===== src/rtl/rsg_pkg.sv =====
package rsg_pkg;
  // Counter width needed to hold the full stretch value.
  function automatic int cnt_width(int n);
    return (n < 2) ? 1 : $clog2(n + 1);
  endfunction
endpackage


===== src/rtl/rsg_sync.sv =====
module rsg_sync #(
  parameter int W = 2,
  parameter logic [W-1:0] INIT = '0
) (
  input  logic         clk,
  input  logic         arst_n,
  input  logic [W-1:0] d,
  output logic [W-1:0] q
);
  for (genvar i = 0; i < W; i++) begin : g_bit
    logic meta, stab;
    always_ff @(posedge clk or negedge arst_n) begin
      if (!arst_n) begin
        meta <= INIT[i];
        stab <= INIT[i];
      end else begin
        meta <= d[i];
        stab <= meta;
      end
    end
    assign q[i] = stab;
  end
endmodule


===== src/rtl/rsg_edge.sv =====
module rsg_edge #(
  parameter int W = 2,
  parameter logic [W-1:0] INIT = '0,
  parameter logic [W-1:0] RISE = '1
) (
  input  logic         clk,
  input  logic         arst_n,
  input  logic [W-1:0] lvl,
  output logic [W-1:0] hit
);
  for (genvar i = 0; i < W; i++) begin : g_bit
    logic prev;
    always_ff @(posedge clk or negedge arst_n) begin
      if (!arst_n) prev <= INIT[i];
      else         prev <= lvl[i];
    end
    if (RISE[i]) begin : g_rise
      assign hit[i] = lvl[i] & ~prev;
    end else begin : g_fall
      assign hit[i] = ~lvl[i] & prev;
    end
  end
endmodule


===== src/rtl/rsg_timer.sv =====
module rsg_timer #(
  parameter int STRETCH_CYCLES = 5_000_000,
  parameter int CW = rsg_pkg::cnt_width(STRETCH_CYCLES)
) (
  input  logic          clk,
  input  logic          arst_n,
  input  logic          hold,
  input  logic          load,
  output logic [CW-1:0] count,
  output logic          busy
);
  localparam logic [CW-1:0] FULL = CW'(STRETCH_CYCLES);

  function automatic logic [CW-1:0] next_count(logic h, logic l, logic [CW-1:0] c);
    if (h || l)        return FULL;
    else if (c != '0)  return c - 1'b1;
    else               return '0;
  endfunction

  always_ff @(posedge clk or negedge arst_n) begin
    if (!arst_n) count <= FULL;
    else         count <= next_count(hold, load, count);
  end

  assign busy = (count != '0);
endmodule


===== src/rtl/rst_supervisor.sv =====
module rst_supervisor #(
  parameter int STRETCH_CYCLES = 5_000_000
) (
  input  logic clk,
  input  logic arst_n,
  input  logic supply_ok,
  input  logic ext_rst,
  input  logic ext_rst_n,
  input  logic wdt_expire,
  output logic sys_rst,
  output logic sys_rst_n
);
  localparam int CW = rsg_pkg::cnt_width(STRETCH_CYCLES);

  logic [1:0]    pins_sync;
  logic [1:0]    pin_hit;
  logic          trig;
  logic          supply_low;
  logic [CW-1:0] count;
  logic          busy;

  // bit0: active-high pin, bit1: active-low pin
  rsg_sync #(.W(2), .INIT(2'b10)) u_sync (
    .clk(clk), .arst_n(arst_n), .d({ext_rst_n, ext_rst}), .q(pins_sync)
  );

  rsg_edge #(.W(2), .INIT(2'b10), .RISE(2'b01)) u_edge (
    .clk(clk), .arst_n(arst_n), .lvl(pins_sync), .hit(pin_hit)
  );

  assign supply_low = ~supply_ok;
  assign trig       = |pin_hit | wdt_expire;

  rsg_timer #(.STRETCH_CYCLES(STRETCH_CYCLES), .CW(CW)) u_timer (
    .clk(clk), .arst_n(arst_n), .hold(supply_low), .load(trig),
    .count(count), .busy(busy)
  );

  assign sys_rst   = supply_low | busy;
  assign sys_rst_n = ~sys_rst;
endmodule


===== config.mk =====
export PLATFORM = sky130hd
export DESIGN_NAME = rst_supervisor
export DESIGN_NICKNAME = d
export VERILOG_FILES = /design/src/rtl/rsg_pkg.sv /design/src/rtl/rsg_sync.sv /design/src/rtl/rsg_edge.sv /design/src/rtl/rsg_timer.sv /design/src/rtl/rst_supervisor.sv
export SDC_FILE = /design/constraint.sdc
export NUM_CORES = 1
export LEC_CHECK = 0
export BUFFER_PORTS_ARGS = -buffer_cell sky130_fd_sc_hd__buf_4
export CORE_MARGIN = 2
export CORE_UTILIZATION = 58
export CTS_CLUSTER_SIZE = 12
export DETAILED_ROUTE_END_ITERATION = 8
export GPL_TIMING_DRIVEN = 0
export MAX_ROUTING_LAYER = met4
export PLACE_DENSITY = 0.76
export SYNTH_ARGS = -nofsm -noshare
export SYNTH_HDL_FRONTEND = slang
export SYNTH_SLANG_ARGS = --single-unit

===== constraint.sdc =====
create_clock -name clk -period 2.83 [get_ports clk]
set_input_delay 0.566 -clock clk [delete_from_list [all_inputs] [get_ports clk]]
set_output_delay 0.566 -clock clk [all_outputs]
set_load 0.005 [all_outputs]

Word-level counts from Yosys, hierarchy flattened

Index checks and enable logic that the tools add are counted.

Register bits after elaboration: 29
Bits in latches: 0
Memory bits (writable): 0
Memory bits (read-only): 0
Output and inout port bits: 2
Logic and storage cells: 21
Memories kept: 0

Add/subtract/negate cells: 1
Multiply operators: 0
Divide/modulo/power cells: 0
Magnitude comparators: 0
Equality and inequality tests: 0
Shift-type cells: 0
Muxes and demuxes: 2
Bitwise gates (word level): 8
Reductions and logical operators: 3

Operator list:

| cell                  | number |
|---|---|
| $mux 23               | 2 |
| $reduce_bool 23->1    | 1 |
| $sub 23x1->23 const B | 1 |
| $not 1->1             | 4 |
| $and 1x1->1           | 2 |
| $or 1x1->1            | 2 |
| $reduce_or 2->1       | 1 |
| $logic_or 1x1->1      | 1 |

Logic depth before layout (Yosys ltp)

Gate-level depths: netlist of run 1.

Depth after elaboration: 6
Mapped depth: 8

Hierarchy

A second synthesis of run 1 with hierarchy kept.

Cells, all modules: 143
Area, all modules: 1512.7 um2

By module, submodules not included:

| module         | instances | cells an instance | area each (um2) | seq. area each (um2) |
|---|---|---|---|---|
| rsg_timer      | 1         | 129               | 1293.7          | 585.6 |
| rsg_sync       | 1         | 6                 | 117.6           | 102.6 |
| rsg_edge       | 1         | 4                 | 78.8            | 51.3 |
| rst_supervisor | 1         | 4                 | 22.5            | 0.0 |

Worst setup path before layout of run 1

Ideal clock, no wire load.

Path type: register to output
Start: register u_timer.count[11]
End: output sys_rst_n
Data arrival time: 1725 ps
Required time: 2264 ps
Path slack: 539 ps
Stages on the path, launching flop included: 8
Cell sequence: dfstp_2 -> or4_1 -> buf_2 -> and4bb_4 -> and3_1 -> buf_6 -> nand2_1 -> inv_1

Longest elaborated chain between the ends: 3

Ends and longest elaborated chain:

| what                   | RTL line             | RTL |
|---|---|---|
| from (decl)            | rsg_timer.sv:9       | `output logic [CW-1:0] count,` |
| from (signal assigned) | rsg_timer.sv:22      | `else count <= next_count(hold, load, count);` |
| $reduce_bool 23->1     | rsg_timer.sv:25      | `assign busy = (count != '0);` |
| $or 1x1->1             | rst_supervisor.sv:39 | `assign sys_rst = supply_low \| busy;` |
| net sys_rst            | rst_supervisor.sv:10 | `output logic sys_rst,` |
| $not 1->1              | rst_supervisor.sv:40 | `assign sys_rst_n = ~sys_rst;` |
| to (decl)              | rst_supervisor.sv:11 | `output logic sys_rst_n` |

The timed path passes the listed nets, and every way through them passes these cells.

Final worst setup path of run 1

Start: register u_timer.count[11]
End: output sys_rst_n

Longest elaborated chain between the ends: 3

Ends and longest elaborated chain:

| what               | RTL line |
|---|---|
| $reduce_bool 23->1 | rsg_timer.sv:25 |
| $or 1x1->1         | rst_supervisor.sv:39 |
| $not 1->1          | rst_supervisor.sv:40 |

No other way between the ends.

==> qor.yml, run 1 <==
clkTransAtPathRegs_ps: 90
slew_violations: 0
r2r_end: "u_timer.count[5]"
grt_pass1_vias: 967
grt_use_total_pct: 23.78
grt_overflow: 0
ys_types: 35
grt_pass1_wl_mm: 4.374
rrSetupSlack_ps: 630
synth_area_um2: 1375
vias_per_cell: 5.520
maxCapViolations: 0
setup-violations-final: 0
cts.path.max_buffers: 2
fill_cells: 180
critPathKind: "flop to output pin"
portBuffers: 7
clkLatencyLatePin_ps: 320
grt_max_degree: 30
dieArea_um2: 2776
crit_slowest_cell: "or4_4"
top_usage_layer: "met2"
place_inst: 159
worstPathArrival_ps: 2170
cp.depth: 7
met2_usage_pct: 37.08
syn_nets: 132
worstHoldPathType: "input pin to async pin"
cts.sinks: 29
critPathMaxStageDelay_ps: 530
rsz0062_at_grt: "false"
remaining_drc_errors: 0
ff2ff_path_depth: 8
finalPower_mw: 0.7574
finalClockSkew_ps: 6.823
routed_wl_mm: 2.523
ys_top_cells_by_area: "dfrtp_1 (33%), dfstp_2 (21%), xor2_1 (6.4%), nor2_1 (5.7%), xnor2_1 (3.8%)"
numCtsBuffers: 5
rows: 17
clockRootBuffer: "clkbuf_4"
slew_headroom_pct: 36.79
drive_above_1_share_pct: 30.07
critPathTopFamily: "simple AND/OR/NAND/NOR gates"
irDropWorstVdd_v: 0.0003504
startpoint_type: "flop"
cts_tree: "done"
reg2reg_from: "u_timer.count[11]"
crit_chain: "or4_4, buf_6, and4bb_4, and3_4, nand2_1, inv_1, buf_4"
first_pass_iters: 4
period_share_pct: 96.71
ys.warnings.count: 0
ys_ff_latch: 29
drt_iter0_drc: 5
setup-tns-final_ps: 0
dp_hpwl_mm: 1.673
tightest_slew_ps: 945.6
io_pins: 8
cp-end-kind: "output pin"
area_growth_pct: 13.83
design.core.area_um2: 2233
ys.flop_type: "dfrtp_1"
crit_fanout: 6
n_antenna_cell: 0
max_freq_mhz: 365.4
place.gp.congestion: 0.7703
fp.dieH_um: 52.69
critPathBufInv: 3
synth_cells: 124
synth_async_sr_flop_share_pct: 100.0
synth_seq_area_share_pct: 53.78
hold_buffers: 0
mostFrequentLayoutCell: "nor2_1"
grt_use_met3_pct: 9.429
drtAntennaViolNets: 0
crit_start: "u_timer.count[11]"
final_cell_mix: "nor2_1 (21), dfrtp_1 (18), buf_4 (12)"
critical_path.endpoint: "sys_rst_n"
nets: 150
syn_area_per_cell_um2: 11.09
start_util_pct: 61.57
period_minus_slack_ps: 2737
antenna_found_initial: 0
finalHoldViolCount: 0
crit_required_ps: 2260
num_vias: 944
cts_max_level: 2
wl_per_cell_um: 14.75
p_leak_nw: 0.6452
synth_top_area_share_pct: 32.76
final_cells: 171
synth-edff-count: 0
die_width_um: 52.69
synth_top_area_cell: "dfrtp_1"
cellPowerDensity_nw_per_um2: 483.9
outcome: "finished, final reports clean"
grtUsageMet1_pct: 28.28
[cell type report]
cell class	count	area (µm²)	share of cell area, %
inverters	3	11.26	0.7194
plain buffers	3	30.03	1.918
well taps	28	35.03	2.238
multi-input cells	88	600.6	38.37
clock buffers	8	58.81	3.757
flip-flops and latches	29	739.5	47.24
repair buffers	12	90.09	5.755
[cell usage after synthesis (all sizes together) (2+ instances only)]
cell / count
nor4: 2
nand4b: 2
nand3: 5
nor2b: 2
nand2: 6
and3: 2
inv: 3
o21ai: 6
dfstp: 11
nor2: 21
o31ai: 2
dfrtp: 18
buf: 3
or4: 4
ha: 2
a21oi: 3
nor3: 4
or3: 2
xor2: 10
xnor2: 6
[where the power goes]
| part | internal [mW] | switching, mW |
|---|---|---|
| registers | 0.427 | 0.00797 |
| logic | 0.0252 | 0.0395 |
| clock network | 0.122 | 0.135 |
[per-layer routing]
| layer | part of all wire (%) | vias to the layer above |
|---|---|---|
| met2 | 51 | 8 |
| met3 | 2.7 | 5 |
| met4 | 1.3 | 0 |
| met5 | 0 | - |
| li1 | - | 467 |
| met1 | 45 | 464 |
[how the worst min path moves through the flow]
stage / start / endpoint / slack (ps) / cells after the start
after global routing: arst_n / u_timer.count[12] / 140 / 1
after CTS: arst_n / u_timer.count[20] / 140 / 1
after floorplan: arst_n / u_edge.g_bit[0].prev / 270 / 0
final: arst_n / u_timer.count[10] / 140 / 1
after detailed placement: u_sync.g_bit[0].meta / u_sync.g_bit[0].stab / 340 / 0
after global placement: u_sync.g_bit[0].meta / u_sync.g_bit[0].stab / 340 / 0
[what timing repair did]
action                                 4_1_cts  5_1_grt
setup endpoints to repair                    1        2
gates resized for setup                      1        4
buffers inserted                             2        3
endpoints found under the hold margin        0        0
pin swaps                                    2        0
[flip-flops by register name (all words and copies together), names as in the netlist]
name / flops
u_sync.g_bit.meta: 2
u_timer.count: 23
u_edge.g_bit.prev: 2
u_sync.g_bit.stab: 2
[stage by stage]
step,utilization [%],hold slack (ps),cell area (µm²),worst slack (ps)
global placement,65.49,335.3,1463,381.0
floorplan,-,270.4,1375,539.3
detailed placement,65.49,339.5,1463,350.8
global route,70.08,141.8,1565,16.29
finish,70.08,143.5,1565,92.97
CTS,68.91,143.2,1539,18.34
[cells by family after synthesis]
family / count (synthesis) / share of synthesized area [%]
and+or+nand+nor: 55 / 23.84
DFF: 29 / 53.78
xor gates and xnor gates: 16 / 10.19
AOI/OAI and AO/OA: 14 / 6.278
buffers and inverters: 7 / 3.366
adders and majority gates: 2 / 1.820
muxes: 1 / 0.7280
(Power assumes the default switching activity.)
==> inputs of run 2 (changes only) <==
CORE_UTILIZATION = 59   (was 58)
PLACE_DENSITY = 0.77   (was 0.76)
SYNTH_HIERARCHICAL = 1   (was default)
==> qor.yml, run 2 <==
outcome: "finished, final reports clean"
startpoint_type: "flop"
worstPathArrival_ps: 2160
critPathBufInv: 2
synth_async_sr_flop_share_pct: 100.0
synth_area_um2: 1513
ys_types: 40
critPathTopFamily: "simple AND/OR/NAND/NOR gates"
clockRootBuffer: "clkbuf_4"
cellPowerDensity_nw_per_um2: 503.6
final_cells: 190
slew_headroom_pct: 45.67
place_inst: 180
cts.sinks: 29
crit_fanout: 5
routed_wl_mm: 2.909
rows: 18
clkTransAtPathRegs_ps: 100
numCtsBuffers: 5
first_pass_iters: 4
p_leak_nw: 0.6475
ys.warnings.count: 6
grt_max_degree: 30
setup-violations-final: 0
dieArea_um2: 2985
ys.flop_type: "dfrtp_1"
num_vias: 1143
finalHoldViolCount: 0
critPathKind: "flop to output pin"
finalPower_mw: 0.8702
fin_util_pct: 70.39
area_growth_pct: 14.23
syn_nets: 151
drive_above_1_share_pct: 29.38
cts.path.max_buffers: 2
largest_reg_flops: 23
drtAntennaViolNets: 0
period_share_pct: 96.24
max_freq_mhz: 367.2
largest-register: "u_timer/count"
critPathMaxStageDelay_ps: 570
crit_required_ps: 2260
seq_area_um2: 740.7
rsz0062_at_grt: "false"
r2r_end: "u_timer/count[17]"
design.core.area_um2: 2455
setup_ws_ps: 106.5
antenna_found_initial: 0
n_antenna_cell: 0
maxCapViolations: 0
grt_pass1_vias: 997
cts_tree: "done"
yosysMostFrequentCell: "dfrtp_1"
start_util_pct: 61.62
synth_cells: 143
synth_seq_area_share_pct: 48.88
reg2reg_from: "u_timer/count[0]"
grt_use_total_pct: 24.22
hold_buffers: 0
ys_top_cells_by_area: "dfrtp_1 (30%), dfstp_2 (19%), xnor2_1 (4.1%), nor2_1 (4.0%), o21ai_0 (2.6%)"
cp.depth: 6
tightest_slew_ps: 808.8
cts_max_level: 2
crit_chain: "or4_4, or2_4, nor3_4, inv_1, nand2b_1, buf_4"
io_pins: 8
remaining_drc_errors: 0
crit_start: "u_timer/count[12]"
wl_per_cell_um: 15.31
critical_path.endpoint: "sys_rst"
rrSetupSlack_ps: 530
fp.dieH_um: 54.64
grt_overflow: 0
final_cell_mix: "dfrtp_1 (17), nor2_1 (16), buf_4 (11), dfstp_2 (11), o21ai_0 (8)"
place.gp.congestion: 0.8259
worstHoldPathType: "input pin to async pin"
period_minus_slack_ps: 2723
synthTopCellsByCount: "dfrtp_1 (18), nor2_1 (16), dfstp_2 (11), o21ai_0 (8)"
crit_slowest_cell: "or4_4"
grt_pass1_wl_mm: 4.836
synth_top_area_cell: "dfrtp_1"
ys_ff_latch: 29
synth_top_area_share_pct: 29.78
dp_hpwl_mm: 2.005
synth-edff-count: 0
portBuffers: 7
mostFrequentLayoutCell: "dfrtp_1"
post-place-ws_ps: -219.8
drt_iter0_drc: 36
cp-end-kind: "output pin"
slew_violations: 0
stdcell_area_um2: 1728
clkLatencyLatePin_ps: 330
die_width_um: 54.64
syn_area_per_cell_um2: 10.58
irDropWorstVdd_v: 0.0004148
finalClockSkew_ps: 8.812
place_area_um2: 1603
multi_input_area_um2: 748.2
ff2ff_path_depth: 7
nets: 167
fill_cells: 197
vias_per_cell: 6.016
run 2: cell types whose count changed in the layout (fill, tap and decap cells not counted), sizes merged, moves of 4 or more:
cell  before  now
nor2      21   16
nor4       2    6
or3        2    6
xor2      10    4
run 2: worst reg2reg max path: stages (launching register included):
cell and delay (ps):
dfrtp_1 400, inv_1 80, ha_1 170, or4b_2 600
or4_4 480, o21ai_4 230, buf_6 180, a21oi_1 50
run 2: logic make-up (layout without fill, tap and decap cells):
group / after synthesis / in the layout / synth area share [%]
simple gates: 68 / 68 / 29.03
mux: 2 / 2 / 1.323
buf+inv: 8 / 25 / 2.977
fa+ha+maj: 2 / 2 / 1.654
compound gates: 23 / 23 / 9.761
xor+xnor: 11 / 11 / 6.369
flops: 29 / 29 / 48.88
run 2: repair_timing:
item | 4_1_cts | 5_1_grt
gates resized for setup | 3 | 1
setup endpoints to repair | 2 | 2
pin swaps | 1 | 1
buffers inserted | 1 | 1
run 2: cell type report:
type	count	area share [%]
Timing Repair Buffer	9	3.910
Inverter	4	0.8689
Buffer	4	1.738
Clock inverter	2	2.172
Multi-Input combinational cell	106	43.30
Tap cell	30	2.172
Sequential cell	29	42.87
Clock buffer	6	2.969
run 2: metal layers:
| layer | up-vias | GRT usage (%) | wire (µm) |
|---|---|---|---|
| met5 | - | - | 0 |
| met4 | 0 | 8.750 | 31 |
| met3 | 4 | 7.377 | 182 |
| met2 | 39 | 34.33 | 1392 |
| met1 | 552 | 32.69 | 1302 |
| li1 | 548 | - | - |
run 2: how the worst min path moves through the flow:
stage | endpoint | slack, ps | depth (start not counted)
2_1_floorplan | u_edge/g_bit[0].prev | 270 | 0
3_3_place_gp | u_sync/g_bit[0].stab | 330 | 0
3_5_place_dp | u_sync/g_bit[0].stab | 340 | 0
4_1_cts | u_timer/count[5] | 120 | 1
5_1_grt | u_timer/count[12] | 150 | 1
6_report | u_timer/count[5] | 140 | 1
run 2: stage by stage:
step           TNS, ps  hold slack (ps)
3_3_place_gp    -200.8            333.7
3_5_place_dp    -427.4            343.5
2_1_floorplan        0            270.4
4_1_cts              0            124.6
5_1_grt              0            150.7
6_report             0            141.7
run 2: power breakdown:
part	total [mW]	leakage, nW	switching, mW	internal (mW)
Combinational	0.0779	0.247	0.0472	0.0307
Clock	0.356	0.0445	0.147	0.210
Sequential	0.436	0.356	0.00850	0.427
Total	0.870	0.648	0.202	0.668
